===== config.mk =====
export PLATFORM = sky130hd
export DESIGN_NAME = i2c_ctrl_release
export DESIGN_NICKNAME = d
export VERILOG_FILES = /design/src/rtl/i2cr_pkg.sv /design/src/rtl/i2cr_ctrl_reg.sv /design/src/rtl/i2cr_status.sv /design/src/rtl/i2cr_line_ctrl.sv /design/src/rtl/i2c_ctrl_release.sv
export SDC_FILE = /design/constraint.sdc
export NUM_CORES = 1
export LEC_CHECK = 0
export BUFFER_PORTS_ARGS = -buffer_cell sky130_fd_sc_hd__buf_2
export CAP_MARGIN = 20
export CORE_MARGIN = 8
export CORE_UTILIZATION = 45
export DETAILED_ROUTE_END_ITERATION = 10
export GPL_TIMING_DRIVEN = 0
export HOLD_SLACK_MARGIN = 0.06
export PLACE_DENSITY_LB_ADDON = 0.25
export SLEW_MARGIN = 5
export SYNTH_ARGS = -nofsm -noshare
export SYNTH_HDL_FRONTEND = slang
export SYNTH_SLANG_ARGS = --single-unit
export TNS_END_PERCENT = 10

===== constraint.sdc =====
create_clock -name clk -period 3.1 [get_ports clk]
set_input_delay 0.93 -clock clk [delete_from_list [all_inputs] [get_ports clk]]
set_output_delay 0.93 -clock clk [all_outputs]
set_load 0.005 [all_outputs]

===== src/rtl/i2cr_pkg.sv =====
package i2cr_pkg;
    localparam int unsigned REG_W = 8;

    // control bit positions
    localparam int unsigned C_EN   = 7;
    localparam int unsigned C_EXIT = 6;
    localparam int unsigned C_WCAN = 5;
    localparam int unsigned C_STT  = 1;
    localparam int unsigned C_SPT  = 0;

    // status bit positions
    localparam int unsigned S_MST = 0;
    localparam int unsigned S_COI = 1;
    localparam int unsigned S_EXC = 2;
    localparam int unsigned S_TRC = 3;
    localparam int unsigned S_ACK = 4;
    localparam int unsigned S_STD = 5;
    localparam int unsigned S_SPD = 6;
    localparam int unsigned S_TOP = REG_W - 1;

    localparam logic [REG_W-1:0] EXIT_CLR_MASK = REG_W'(8'h3F);

    typedef struct packed {
        logic standby;
        logic start_seen;
        logic wait_on;
        logic sda_rel;
    } line_st_t;
endpackage


===== src/rtl/i2cr_ctrl_reg.sv =====
module i2cr_ctrl_reg
    import i2cr_pkg::*;
(
    input  logic             clk,
    input  logic             rst_n,
    input  logic             wr_en,
    input  logic [REG_W-1:0] wr_data,
    output logic [REG_W-1:0] ctrl_q,
    output logic             en_next,
    output logic             exit_cmd,
    output logic             wcan_cmd,
    output logic             en_rise
);
    logic [REG_W-1:0] ctrl_d;

    always_comb begin
        // commands act only when the unit is on and stays on
        exit_cmd = wr_en & ctrl_q[C_EN] & wr_data[C_EN] & wr_data[C_EXIT];
        wcan_cmd = wr_en & ctrl_q[C_EN] & wr_data[C_EN] & wr_data[C_WCAN];
        en_rise  = wr_en & wr_data[C_EN] & ~ctrl_q[C_EN];
        ctrl_d   = ctrl_q;
        if (wr_en) begin
            ctrl_d         = wr_data;
            ctrl_d[C_EXIT] = 1'b0;
            ctrl_d[C_WCAN] = 1'b0;
        end
        if (exit_cmd) begin
            ctrl_d[C_STT] = 1'b0;
            ctrl_d[C_SPT] = 1'b0;
        end
        en_next = ctrl_d[C_EN];
    end

    always_ff @(posedge clk or negedge rst_n) begin
        if (!rst_n) ctrl_q <= '0;
        else        ctrl_q <= ctrl_d;
    end
endmodule


===== src/rtl/i2cr_status.sv =====
module i2cr_status
    import i2cr_pkg::*;
(
    input  logic             clk,
    input  logic             rst_n,
    input  logic             en_next,
    input  logic             en_rise,
    input  logic             exit_cmd,
    input  logic             wcan_cmd,
    input  logic             wait_on,
    input  logic             scl_in,
    input  logic             sda_in,
    input  logic             det_start,
    input  logic             det_stop,
    input  logic             det_match,
    input  logic             det_ext,
    input  logic             set_master,
    input  logic             set_transmit,
    input  logic             set_ack,
    output logic [REG_W-1:0] stat_q
);
    logic [REG_W-1:0] stat_d;

    always_comb begin
        stat_d = stat_q;
        if (det_start) begin
            stat_d[S_STD] = 1'b1;
            stat_d[S_SPD] = 1'b0;
        end
        if (det_stop) begin
            stat_d[S_SPD] = 1'b1;
            stat_d[S_STD] = 1'b0;
        end
        if (en_rise && scl_in && !sda_in) stat_d[S_STD] = 1'b1;
        if (det_match)    stat_d[S_COI] = 1'b1;
        if (det_ext)      stat_d[S_EXC] = 1'b1;
        if (set_master)   stat_d[S_MST] = 1'b1;
        if (set_transmit) stat_d[S_TRC] = 1'b1;
        if (set_ack)      stat_d[S_ACK] = 1'b1;
        // release in transmit wait turns the direction to receive
        if (wcan_cmd && wait_on && stat_q[S_TRC]) stat_d[S_TRC] = 1'b0;
        if (exit_cmd) stat_d = stat_d & ~EXIT_CLR_MASK;
        stat_d[S_TOP] = 1'b0;
        if (!en_next) stat_d = '0;
    end

    always_ff @(posedge clk or negedge rst_n) begin
        if (!rst_n) stat_q <= '0;
        else        stat_q <= stat_d;
    end
endmodule


===== src/rtl/i2cr_line_ctrl.sv =====
module i2cr_line_ctrl
    import i2cr_pkg::*;
(
    input  logic clk,
    input  logic rst_n,
    input  logic en_q,
    input  logic en_next,
    input  logic exit_cmd,
    input  logic wcan_cmd,
    input  logic trc_q,
    input  logic det_start,
    input  logic det_stop,
    input  logic det_match,
    input  logic det_ext,
    input  logic ninth_wait,
    input  logic sda_req,
    output logic scl_drive_low,
    output logic sda_drive_low,
    output logic standby,
    output logic wait_active
);
    line_st_t st_d, st_q;

    always_comb begin
        st_d = st_q;
        if (st_q.standby) begin
            if (det_start) st_d.start_seen = 1'b1;
            if (det_stop || (st_q.start_seen && (det_match || det_ext))) begin
                st_d.standby    = 1'b0;
                st_d.start_seen = 1'b0;
            end
        end
        if (det_start || det_stop || ninth_wait) st_d.sda_rel = 1'b0;
        if (wcan_cmd && st_q.wait_on) begin
            st_d.wait_on = 1'b0;
            if (trc_q) st_d.sda_rel = 1'b1;
        end
        if (ninth_wait && en_q && !st_q.standby) st_d.wait_on = 1'b1;
        if (exit_cmd) begin
            st_d.standby    = 1'b1;
            st_d.start_seen = 1'b0;
            st_d.wait_on    = 1'b0;
            st_d.sda_rel    = 1'b0;
        end
        if (!en_next) st_d = '0;
    end

    always_ff @(posedge clk or negedge rst_n) begin
        if (!rst_n) st_q <= '0;
        else        st_q <= st_d;
    end

    assign scl_drive_low = st_q.wait_on & ~st_q.standby;
    assign sda_drive_low = en_q & sda_req & ~st_q.standby & ~st_q.sda_rel;
    assign standby       = st_q.standby;
    assign wait_active   = st_q.wait_on;
endmodule


===== src/rtl/i2c_ctrl_release.sv =====
module i2c_ctrl_release
    import i2cr_pkg::*;
(
    input  logic             clk,
    input  logic             rst_n,
    input  logic             wr_en,
    input  logic [REG_W-1:0] wr_data,
    output logic [REG_W-1:0] ctrl_rd,
    input  logic             scl_in,
    input  logic             sda_in,
    input  logic             det_start,
    input  logic             det_stop,
    input  logic             det_addr_match,
    input  logic             det_ext_code,
    input  logic             set_master,
    input  logic             set_transmit,
    input  logic             set_ack_seen,
    input  logic             ninth_wait,
    input  logic             sda_req,
    output logic             scl_drive_low,
    output logic             sda_drive_low,
    output logic             standby,
    output logic             wait_active,
    output logic [REG_W-1:0] status
);
    logic en_next, exit_cmd, wcan_cmd, en_rise;

    i2cr_ctrl_reg u_ctrl (
        .clk(clk), .rst_n(rst_n), .wr_en(wr_en), .wr_data(wr_data),
        .ctrl_q(ctrl_rd), .en_next(en_next), .exit_cmd(exit_cmd),
        .wcan_cmd(wcan_cmd), .en_rise(en_rise)
    );

    i2cr_status u_stat (
        .clk(clk), .rst_n(rst_n), .en_next(en_next), .en_rise(en_rise),
        .exit_cmd(exit_cmd), .wcan_cmd(wcan_cmd), .wait_on(wait_active),
        .scl_in(scl_in), .sda_in(sda_in), .det_start(det_start),
        .det_stop(det_stop), .det_match(det_addr_match), .det_ext(det_ext_code),
        .set_master(set_master), .set_transmit(set_transmit),
        .set_ack(set_ack_seen), .stat_q(status)
    );

    i2cr_line_ctrl u_line (
        .clk(clk), .rst_n(rst_n), .en_q(ctrl_rd[C_EN]), .en_next(en_next),
        .exit_cmd(exit_cmd), .wcan_cmd(wcan_cmd), .trc_q(status[S_TRC]),
        .det_start(det_start), .det_stop(det_stop), .det_match(det_addr_match),
        .det_ext(det_ext_code), .ninth_wait(ninth_wait), .sda_req(sda_req),
        .scl_drive_low(scl_drive_low), .sda_drive_low(sda_drive_low),
        .standby(standby), .wait_active(wait_active)
    );
endmodule


=== After elaboration in Yosys (flattened, before gate mapping) ===
Cells that the tools add are included.

* Bits in read-only memories: 0
* Flip-flop bits (word level): 17
* Memories kept: 0
* Memory bits (writable): 0
* Logic and storage cells: 73
* Output and inout port bits: 20
* Bits in latches: 0

* Div/mod/pow operators: 0
* Eq/ne operators: 9
* Reductions and logical operators: 15
* Mux-type cells: 22
* $mul: 0
* Add/sub/neg operators: 0
* Shift operators: 0
* $lt $le $gt $ge: 0
* Bitwise operators: 13

{| class="wikitable"
|+ Operator list
! kind !! number
|-
| $mux 2 || 6
|-
| $ne 3x3->1 const B || 4
|-
| $mux 1 || 11
|-
| $and 1x1->1 || 10
|-
| $mux 4 || 2
|-
| $mux 8 || 1
|-
| $ne 4x3->1 const B || 2
|-
| $logic_and 1x1->1 || 7
|-
| $mux 7 || 1
|-
| $mux 6 || 1
|-
| $ne 5x4->1 const B || 1
|-
| $logic_or 1x1->1 || 4
|-
| $ne 4x2->1 const B || 1
|-
| $ne 3x2->1 const B || 1
|-
| $not 1->1 || 3
|-
| $logic_not 1->1 || 2
|-
| $reduce_and 2->1 || 1
|-
| $reduce_bool 2->1 || 1
|}

=== Depth between registers and ports, before layout ===
Gate-level depths: netlist of the first run.

* Depth in word-level cells: 8
* Gate-level depth with buffers: 4

=== Hierarchy ===
Synthesis of the first run repeated with hierarchy kept, for this count alone.

* Cells, all modules: 72
* Area, all modules: 782.0 µm²

{| class="wikitable"
|+ Modules (own cells, without submodules)
! module !! area each (µm²) !! cells an instance !! instances
|-
| i2cr_ctrl_reg || 290.3 || 28 || 1
|-
| i2cr_status || 282.8 || 25 || 1
|-
| i2cr_line_ctrl || 209.0 || 19 || 1
|}

=== Worst setup path before layout of the first run ===
OpenSTA, ideal clock, no wires.

* Path kind: input to output
* Start point: input sda_req
* End point: output sda_drive_low
* Stages on the path: 1
* Arrival: 1,229 ps
* Slack: 941 ps
* Buffers on the path: 0
* Cell sequence: nor4bb_1

* Cells in the longest elaborated chain, start to end: 3

{| class="wikitable"
|+ RTL lines
! what !! line !! text
|-
| start: declaration || i2c_ctrl_release.sv:19 || <nowiki>input logic sda_req,</nowiki>
|-
| $and 1x1->1 (3 in series) || i2cr_line_ctrl.sv:54 || <nowiki>assign sda_drive_low = en_q & sda_req & ~st_q.standby & ~st_q.sda_rel;</nowiki>
|-
| end: declaration || i2c_ctrl_release.sv:21 || <nowiki>output logic sda_drive_low,</nowiki>
|}

No other way between the ends.

=== Worst setup path after layout of the first run ===
Ends and elaborated chain as after synthesis.

==> summary.txt, run 1 <==
Placement
  • Placed inst area: 982 µm²
  • Placer Congestion: approximately 0.74
  • Port buffer count: 38
  • Dpl ws: between 0.7 and 0.8 ns
  • DP HPWL: approximately 1500 µm

Clock network
  • CTS buffer count: 3
  • Post-CTS Hold Buffers: 0
  • CTS tree: yes
  • Htree depth: 1
  • CTS sink count: 17
  • Clock Tree Buf Depth: 2
  • Postcts setup bufs: 0
  • Clock transition at path regs: 0.09 ns
  • Worst-Skew Late Latency: 0.28 ns
  • Post-CTS Resized: 0
  • CTS Root Cell: clkbuf_4

Die
  • Die Span Y: 57.2 µm
  • Cell Rows: 15
  • I/O pins: 42
  • Initial core utilization: 0.462
  • Die area: approximately 3300 µm²
  • Core area: between 1500 and 2000 µm²
  • Die Wd: around 57 µm

Finish
  • Antenna Cells: 0
  • Most common cell after layout, fill and taps aside: buf_2
  • Net count, final: approximately 140
  • Most frequent cells in the layout: buf_2, dfrtp_1, nor2_1
  • Layout cells sized above 1: 0.438
  • Final Instance Area: 1010 µm²
  • Synthesis-to-finish area growth: 32.1%

Global route
  • Grt ovf: 0
  • Initial antenna violation count: 0
  • First-pass GRT wire length: about 3000 µm
  • Vias in the first global route: 690
  • Total track usage: 0.112
  • Largest net degree at the start of global routing: 18

Setup path
  • CP max FO: 1
  • Flop-to-flop setup slack: between 1.5 and 2 ns
  • R2R Path End: u_line.st_q[2]
  • Worst setup SP type: primary input
  • Setup CP Type: primary input to primary output
  • Worst Reg-to-Reg Cells: 4
  • CP Data Required Time: 2.17 ns
  • Worst Setup End Kind: primary output
  • Crit path DAT: roughly 1.4 ns
  • Critical Path Start: sda_req
  • FF-to-FF Start: u_ctrl.ctrl_q[7]

Power and ir drop
  • Switch Pwr: between 0.1 and 0.15 mW
  • Max IR drop VDD: roughly 0.22 mV
  • Internal power: roughly 0.33 mW
  • Fraction of power spent switching nets: 0.253
  • Clock power frac: 0.252
  • Power per cell area: 438 nW/µm²
  • Combinational fraction of design power: 0.188
  • Lkg Pwr: roughly 0.55 nW
  • Seq pwr share: 0.560

Routing
  • Avg WL per Cell: 13.5 µm
  • Total wire length: approximately 1900 µm
  • Remaining antenna violation count after routing: 0
  • Routed vias/inst: just under 5
  • Initial DRC count: 11
  • Remaining DRCs: 0
  • DR vias: 676
  • Drt pass-1 iters: 2

Timing
  • Final slew viol count: 0
  • Final setup viols: 0
  • Min cycle time layout: 2.31 ns
  • Setup TNS: 0 ns
  • FMAX: between 0.4 and 0.5 GHz
  • RSZ-0062 raised after global routing: false
  • Worst Clk Skew: ~0.0046 ns
  • Worst hold slack: around 0.50 ns
  • Period Utilization, post-route: 0.746
  • Final Hold Vio Count: 0
  • Final worst setup slack: a little under 0.8 ns

Hold path
  • Worst Hold Class: register to register
  • Worst hold path cell count: 2
  • Hold Path End: u_stat.stat_q[2]
  • Hold Path Origin: u_stat.stat_q[2]

Yosys
  • Cell Area, Synth: 763 µm²
  • Ys Warns: 0
  • Post-synthesis sequential area ratio: 0.557
  • Syn Inst Count: between 70 and 80
  • Synth unique cells: 24
  • Avg Inst Size Synth: 9.91 µm²
  • #FFs+latches synth: 17

Job
  • Maxcap violations: 0

Outcome
  • Status: finished clean
==> power by group through the flow <==
stage / clock [mW] / combinational, mW / sequential (mW)
3_3_place_gp: 0 / 0.0826 / 0.251
6_report: 0.111 / 0.0829 / 0.247
3_5_place_dp: 0 / 0.0843 / 0.251
5_1_grt: 0.127 / 0.0935 / 0.249
4_1_cts: 0.117 / 0.0844 / 0.247
2_1_floorplan: 0 / 0.0378 / 0.253
==> registers in the layout, indices dropped and copies added (netlist names) <==
signal              flops
u_line.wait_active      1
u_ctrl.ctrl_q           6
u_line.st_q             2
u_line.standby          1
u_stat.stat_q           7
==> how the worst max path moves through the flow <==
stage	slack, ns	endpoint
after global placement	0.79	sda_drive_low
after CTS	0.78	sda_drive_low
final	0.79	sda_drive_low
after detailed placement	0.78	sda_drive_low
after floorplan	0.94	sda_drive_low
after global routing	0.77	sda_drive_low
==> final cells by class <==
type	count	area, µm²
flip-flops and latches	17	425
clock buffers	4	26.3
multi-input cells	50	279
inverters	5	18.8
well taps	17	21.3
repair buffers	38	190
plain buffers	7	47.5
fillers	160	643
==> logic make-up (layout without fill, tap and decap cells) <==
family          Yosys count  after routing  share of synthesized area
simple gates             30             30                      0.198
flops                    17             17                      0.557
compound gates           14             14                      0.108
buf+inv                  12             54                     0.0869
mux                       3              3                     0.0443
other cells               1              3                    0.00491
==> worst max-delay path: stages <==
cell and delay [ns]:
buf_2 0.07, nor4bb_1 0.23, buf_2 0.15
==> synth_stat cells (all sizes together) <==
cell / number / share of area
mux2: 3 / 0.044
nand4: 2 / 0.016
a32oi: 1 / 0.011
conb: 1 / 0.0049
dfrtp: 17 / 0.56
nor4bb: 1 / 0.013
nor2b: 3 / 0.028
nand2: 5 / 0.025
nand2b: 1 / 0.0082
nor3: 1 / 0.0066
inv: 5 / 0.025
o22ai: 1 / 0.0082
a21oi: 6 / 0.044
or4b: 1 / 0.013
nand3: 4 / 0.026
o2111ai: 1 / 0.011
and2: 1 / 0.0082
buf: 7 / 0.062
nor2: 11 / 0.054
o21ai: 5 / 0.033
==> through the flow <==
step / utilization / cells / power [mW]
after floorplan: - / 79 / 0.291
after global placement: 0.595 / 134 / 0.333
after detailed placement: 0.595 / 134 / 0.336
after CTS: 0.611 / 138 / 0.448
after global routing: 0.611 / 138 / 0.470
final: 0.611 / 138 / 0.441
==> routing by layer <==
metal	GRT usage	part of all wire
met1	0.124	0.40
met2	0.192	0.52
met3	0.0399	0.063
met4	0.0403	0.0075
met5	0	0
(Power assumes the default switching activity.)
==> run 2: changes to the inputs <==
--- a/config.mk
+++ b/config.mk
@@ -8,7 +8,7 @@
 export BUFFER_PORTS_ARGS = -buffer_cell sky130_fd_sc_hd__buf_2
 export CAP_MARGIN = 20
 export CORE_MARGIN = 8
-export CORE_UTILIZATION = 45
+export CORE_UTILIZATION = 38
 export DETAILED_ROUTE_END_ITERATION = 10
 export GPL_TIMING_DRIVEN = 0
 export HOLD_SLACK_MARGIN = 0.06
==> constraint.sdc (replaced) <==
create_clock -name clk -period 1.9 [get_ports clk]
set_input_delay 0.57 -clock clk [delete_from_list [all_inputs] [get_ports clk]]
set_output_delay 0.57 -clock clk [all_outputs]
set_load 0.005 [all_outputs]
==> summary.txt, run 2 (synthesized netlist as in run 1, its figures left out) <==
Setup path
  • Setup CP Type: register to primary output
  • Worst setup SP type: register
  • Worst Setup End Kind: primary output
  • FF-to-FF Start: u_ctrl.ctrl_q[7]
  • CP max FO: 9
  • Crit path DAT: 1.15 ns
  • Critical Path Start: u_ctrl.ctrl_q[7]
  • CP Data Required Time: ~1.3 ns

Power and ir drop
  • Power per cell area: 708 nW/µm²
  • Lkg Pwr: around 0.55 nW
  • Max IR drop VDD: between 0.4 and 0.5 mV

Finish
  • Final Non-Filler Cells: 148
  • Largest registers: u_stat.stat_q x7, u_ctrl.ctrl_q x6, u_line.st_q x2
  • Layout fillers: about 200
  • Max FFs per register: 7
  • Most frequent cells in the layout: buf_2, dfrtp_1, nor2_1
  • Synthesis-to-finish area growth: 33.8%
  • Antenna Cells: 0
  • Biggest register: u_stat.stat_q
  • Most common cell after layout, fill and taps aside: buf_2
  • Storage element area: approximately 430 µm²
  • Area of the multi-input gates: between 200 and 300 µm²
  • Layout cells sized above 1: 0.438
  • Net count, final: 144

Global route
  • Largest net degree at the start of global routing: 18
  • Initial antenna violation count: 0
  • Total track usage: 0.109
  • Grt ovf: 0
  • Vias in the first global route: 723
  • First-pass GRT wire length: 3020 µm

Timing
  • Min cycle time layout: 1.72 ns
  • Final slew viol count: 0
  • Final setup viols: 0
  • Period Utilization, post-route: 0.906
  • Worst Clk Skew: approximately 0.0054 ns
  • FMAX: between 0.5 and 0.6 GHz
  • Setup TNS: 0 ns
  • RSZ-0062 raised after global routing: false
  • Final Hold Vio Count: 0

Clock network
  • Htree depth: 1
  • Worst-Skew Late Latency: between 0.2 and 0.3 ns
  • Clock Tree Buf Depth: 2
  • CTS tree: yes
  • Postcts setup bufs: 0
  • CTS sink count: 17
  • CTS Root Cell: clkbuf_4
  • Clock transition at path regs: approximately 0.09 ns
  • CTS buffer count: 3
  • Post-CTS Resized: 0
  • Post-CTS Hold Buffers: 0

Routing
  • Drt pass-1 iters: 2
  • Remaining antenna violation count after routing: 0
  • Avg WL per Cell: 12.8 µm
  • Total wire length: 1890 µm
  • Remaining DRCs: 0
  • DR vias: 669
  • Initial DRC count: 5
  • Routed vias/inst: 4.52

Die
  • Die area: 3700 µm²
  • Cell Rows: 16
  • Core area: approximately 1900 µm²
  • Die Wd: approximately 61 µm
  • I/O pins: 42
  • Die Span Y: between 60 and 70 µm
  • Initial core utilization: 0.397

Placement
  • Placer Congestion: 0.720
  • Cell Count Post-Placement: roughly 140
  • Port buffer count: 38
  • DP HPWL: 1550 µm

Hold path
  • Worst Hold Class: primary input to asynchronous set/reset pin

Outcome
  • Status: finished clean

Job
  • Maxcap violations: 0
==> run 2: cell counts in the layout (fill, tap and decap cells not counted) <==
No cell type changed its count.
==> run 2: report_power, final <==
| group | internal [mW] | switching, mW | total, mW |
|---|---|---|---|
| clock network | 0.0814 | 0.103 | 0.184 |
| registers | 0.389 | 0.0147 | 0.403 |
| logic | 0.0682 | 0.0669 | 0.135 |
==> run 2: final cells by class <==
class | instances | area share
tap | 27 | 0.0331
sequential | 17 | 0.417
buffer | 7 | 0.0466
timing repair buffer | 38 | 0.186
clock buffer | 4 | 0.0257
inverter | 5 | 0.0184
multi-input combinational | 50 | 0.273
==> run 2: per-layer routing <==
metal / share of wire / global-route usage / wire length, µm / up-vias
met5: 0 / 0 / 0 / -
met4: 0.0074 / 0.0598 / 14 / 0
met3: 0.089 / 0.0318 / 168 / 2
met2: 0.51 / 0.192 / 958 / 20
met1: 0.40 / 0.113 / 750 / 305
li1: - / - / - / 342
==> run 2: path summary, 6_finish.rpt <==
| path | endpoint | slack [ns] | depth (start not counted) |
|---|---|---|---|
| worst max-delay path | sda_drive_low | 0.18 | 3 |
| worst max register to register | u_line.st_q[2] | 0.61 | 4 |
| worst min-delay path | u_stat.stat_q[5] | 0.19 | 1 |
| max in group asynchronous | u_ctrl.ctrl_q[0] | 1.44 | 1 |
| worst min register to register | u_stat.stat_q[4] | 0.51 | 2 |
| min in group clk | u_stat.stat_q[4] | 0.51 | 2 |
==> run 2: through the flow <==
step / power [mW] / instance area (µm²) / hold slack [ns] / utilization / setup slack, ns
finish: 0.722 / 1020 / 0.187 / 0.531 / 0.178
global route: 0.767 / 1020 / 0.201 / 0.531 / 0.0803
CTS: 0.736 / 1020 / 0.191 / 0.531 / 0.147
detailed placement: 0.549 / 995 / 0.487 / 0.518 / 0.299
global placement: 0.544 / 995 / 0.470 / 0.518 / 0.302
floorplan: 0.474 / 771 / 0.274 / - / 0.461
==> run 2: critical path: stages (launching register included) <==
cell,delay [ns]
dfrtp_1,0.35
buf_2,0.19
nor4bb_1,0.20
buf_2,0.15
==> run 3: changes to the inputs <==
--- a/config.mk
+++ b/config.mk
@@ -12,7 +12,7 @@
 export DETAILED_ROUTE_END_ITERATION = 10
 export GPL_TIMING_DRIVEN = 0
 export HOLD_SLACK_MARGIN = 0.06
-export PLACE_DENSITY_LB_ADDON = 0.25
+export PLACE_DENSITY_LB_ADDON = 0.1
 export SLEW_MARGIN = 5
 export SYNTH_ARGS = -nofsm -noshare
 export SYNTH_HDL_FRONTEND = slang
==> summary.txt, run 3 (synthesized netlist as in run 1, its figures left out) <==
Setup path
  • FF-to-FF Start: u_ctrl.ctrl_q[7]
  • Cell Chain, Critical Path: buf_2 > nor4bb_1 > buf_2
  • Worst setup SP type: register
  • Crit-path max cell delay: between 0.3 and 0.4 ns
  • R2R Path End: u_line.st_q[2]
  • Slowest stage cell, crit path: dfrtp_1
  • Most common cell on crit path: buf_2
  • Crit path DAT: about 1.2 ns
  • Worst Reg-to-Reg Cells: 4
  • CP Data Required Time: roughly 1.3 ns
  • Flop-to-flop setup slack: between 0.5 and 0.6 ns
  • CP max FO: 9
  • Worst Setup End Kind: primary output
  • Setup CP Type: register to primary output

Clock network
  • Clock transition at path regs: 0.10 ns
  • Post-CTS Resized: 0
  • Htree depth: 1
  • Clock Tree Buf Depth: 2
  • CTS buffer count: 3
  • Worst-Skew Late Latency: just under 0.3 ns
  • Post-CTS Hold Buffers: 0
  • Postcts setup bufs: 0
  • CTS tree: yes
  • CTS Root Cell: clkbuf_4
  • CTS sink count: 17

Die
  • Die Span Y: 60.8 µm
  • Die area: roughly 3700 µm²
  • Core area: approximately 1900 µm²
  • I/O pins: between 40 and 50
  • Initial core utilization: 0.397
  • Die Wd: roughly 61 µm
  • Cell Rows: 16

Finish
  • Max FFs per register: 7
  • Most frequent cells in the layout: buf_2, dfrtp_1, nor2_1
  • Layout cells sized above 1: 0.438
  • Most common cell after layout, fill and taps aside: buf_2
  • Antenna Cells: 0
  • Net count, final: 144
  • Biggest register: u_stat.stat_q
  • Largest registers: u_stat.stat_q x7, u_ctrl.ctrl_q x6, u_line.st_q x2
  • Synthesis-to-finish area growth: 33.8%

Global route
  • Total track usage: 0.112
  • Largest net degree at the start of global routing: 18
  • Vias in the first global route: 749
  • Grt ovf: 0
  • First-pass GRT wire length: 3120 µm
  • Initial antenna violation count: 0

Timing
  • Period Utilization, post-route: 0.936
  • Worst Clk Skew: ~0.0016 ns
  • Final worst setup slack: ~0.12 ns
  • Final slew viol count: 0
  • Min cycle time layout: around 1.8 ns
  • Setup TNS: 0 ns
  • Final Hold Vio Count: 0
  • Final setup viols: 0
  • Worst hold slack: around 0.19 ns
  • RSZ-0062 raised after global routing: false
  • FMAX: 0.562 GHz

Placement
  • Port buffer count: 38
  • Dpl ws: between 0.2 and 0.3 ns
  • DP HPWL: roughly 1500 µm
  • Placer Congestion: 0.735

Job
  • Maxcap violations: 0

Routing
  • Initial DRC count: 7
  • Drt pass-1 iters: 4
  • Avg WL per Cell: 13.0 µm
  • DR vias: a little under 700
  • Total wire length: roughly 1900 µm
  • Remaining antenna violation count after routing: 0
  • Remaining DRCs: 0
  • Routed vias/inst: around 4.7

Power and ir drop
  • Power per cell area: 717 nW/µm²
  • Lkg Pwr: roughly 0.55 nW
  • Max IR drop VDD: between 0.4 and 0.5 mV
  • PnR Total Power: between 0.7 and 0.8 mW

Outcome
  • Status: finished clean

Hold path
  • Worst Hold Class: primary input to asynchronous set/reset pin
run 3: cell counts in the layout (fill, tap and decap cells not counted):
Identical to the previous run, type by type.
run 3: stage by stage:
step / cell area, µm² / cells / utilization
floorplan: 771 / 79 / -
global placement: 995 / 144 / 0.518
detailed placement: 995 / 144 / 0.518
CTS: 1020 / 148 / 0.531
global route: 1020 / 148 / 0.531
finish: 1020 / 148 / 0.531
run 3: critical path, delay by kind of cell, from the launching register on:
| kind | cells | cell delay [ns] |
|---|---|---|
| AND/OR/NAND/NOR | 1 | 0.22 |
| flip-flops | 1 | 0.35 |
| buffers and inverters | 2 | 0.35 |
run 3: cell type report:
type	instances	area (µm²)
fill	200	901
timing repair buffer	38	190
clock buffer	4	26.3
sequential	17	425
multi-input combinational	50	279
inverter	5	18.8
buffer	7	47.5
tap	27	33.8
run 3: power breakdown:
| group | leakage [nW] | total [mW] | internal (mW) | switching (mW) |
|---|---|---|---|---|
| registers | 0.219 | 0.402 | 0.389 | 0.0139 |
| logic | 0.315 | 0.136 | 0.0682 | 0.0677 |
| clock network | 0.0150 | 0.193 | 0.0816 | 0.112 |
| total | 0.549 | 0.732 | 0.538 | 0.193 |
run 3: routing by layer:
layer | wire length (µm) | track usage | vias up
li1 | - | - | 344
met1 | 793 | 0.122 | 315
met2 | 884 | 0.186 | 27
met3 | 216 | 0.0403 | 4
met4 | 34 | 0.0598 | 0
met5 | 0 | 0 | -
run 3: worst max path at each step:
| stage | from | endpoint | slack (ns) | cells past startpoint |
|---|---|---|---|---|
| 2_1_floorplan | sda_req | sda_drive_low | 0.46 | 1 |
| 3_3_place_gp | sda_req | sda_drive_low | 0.30 | 3 |
| 6_report | u_ctrl.ctrl_q[7] | sda_drive_low | 0.12 | 3 |
| 4_1_cts | u_ctrl.ctrl_q[7] | sda_drive_low | 0.11 | 3 |
| 3_5_place_dp | sda_req | sda_drive_low | 0.27 | 3 |
| 5_1_grt | u_ctrl.ctrl_q[7] | sda_drive_low | 0.04 | 3 |
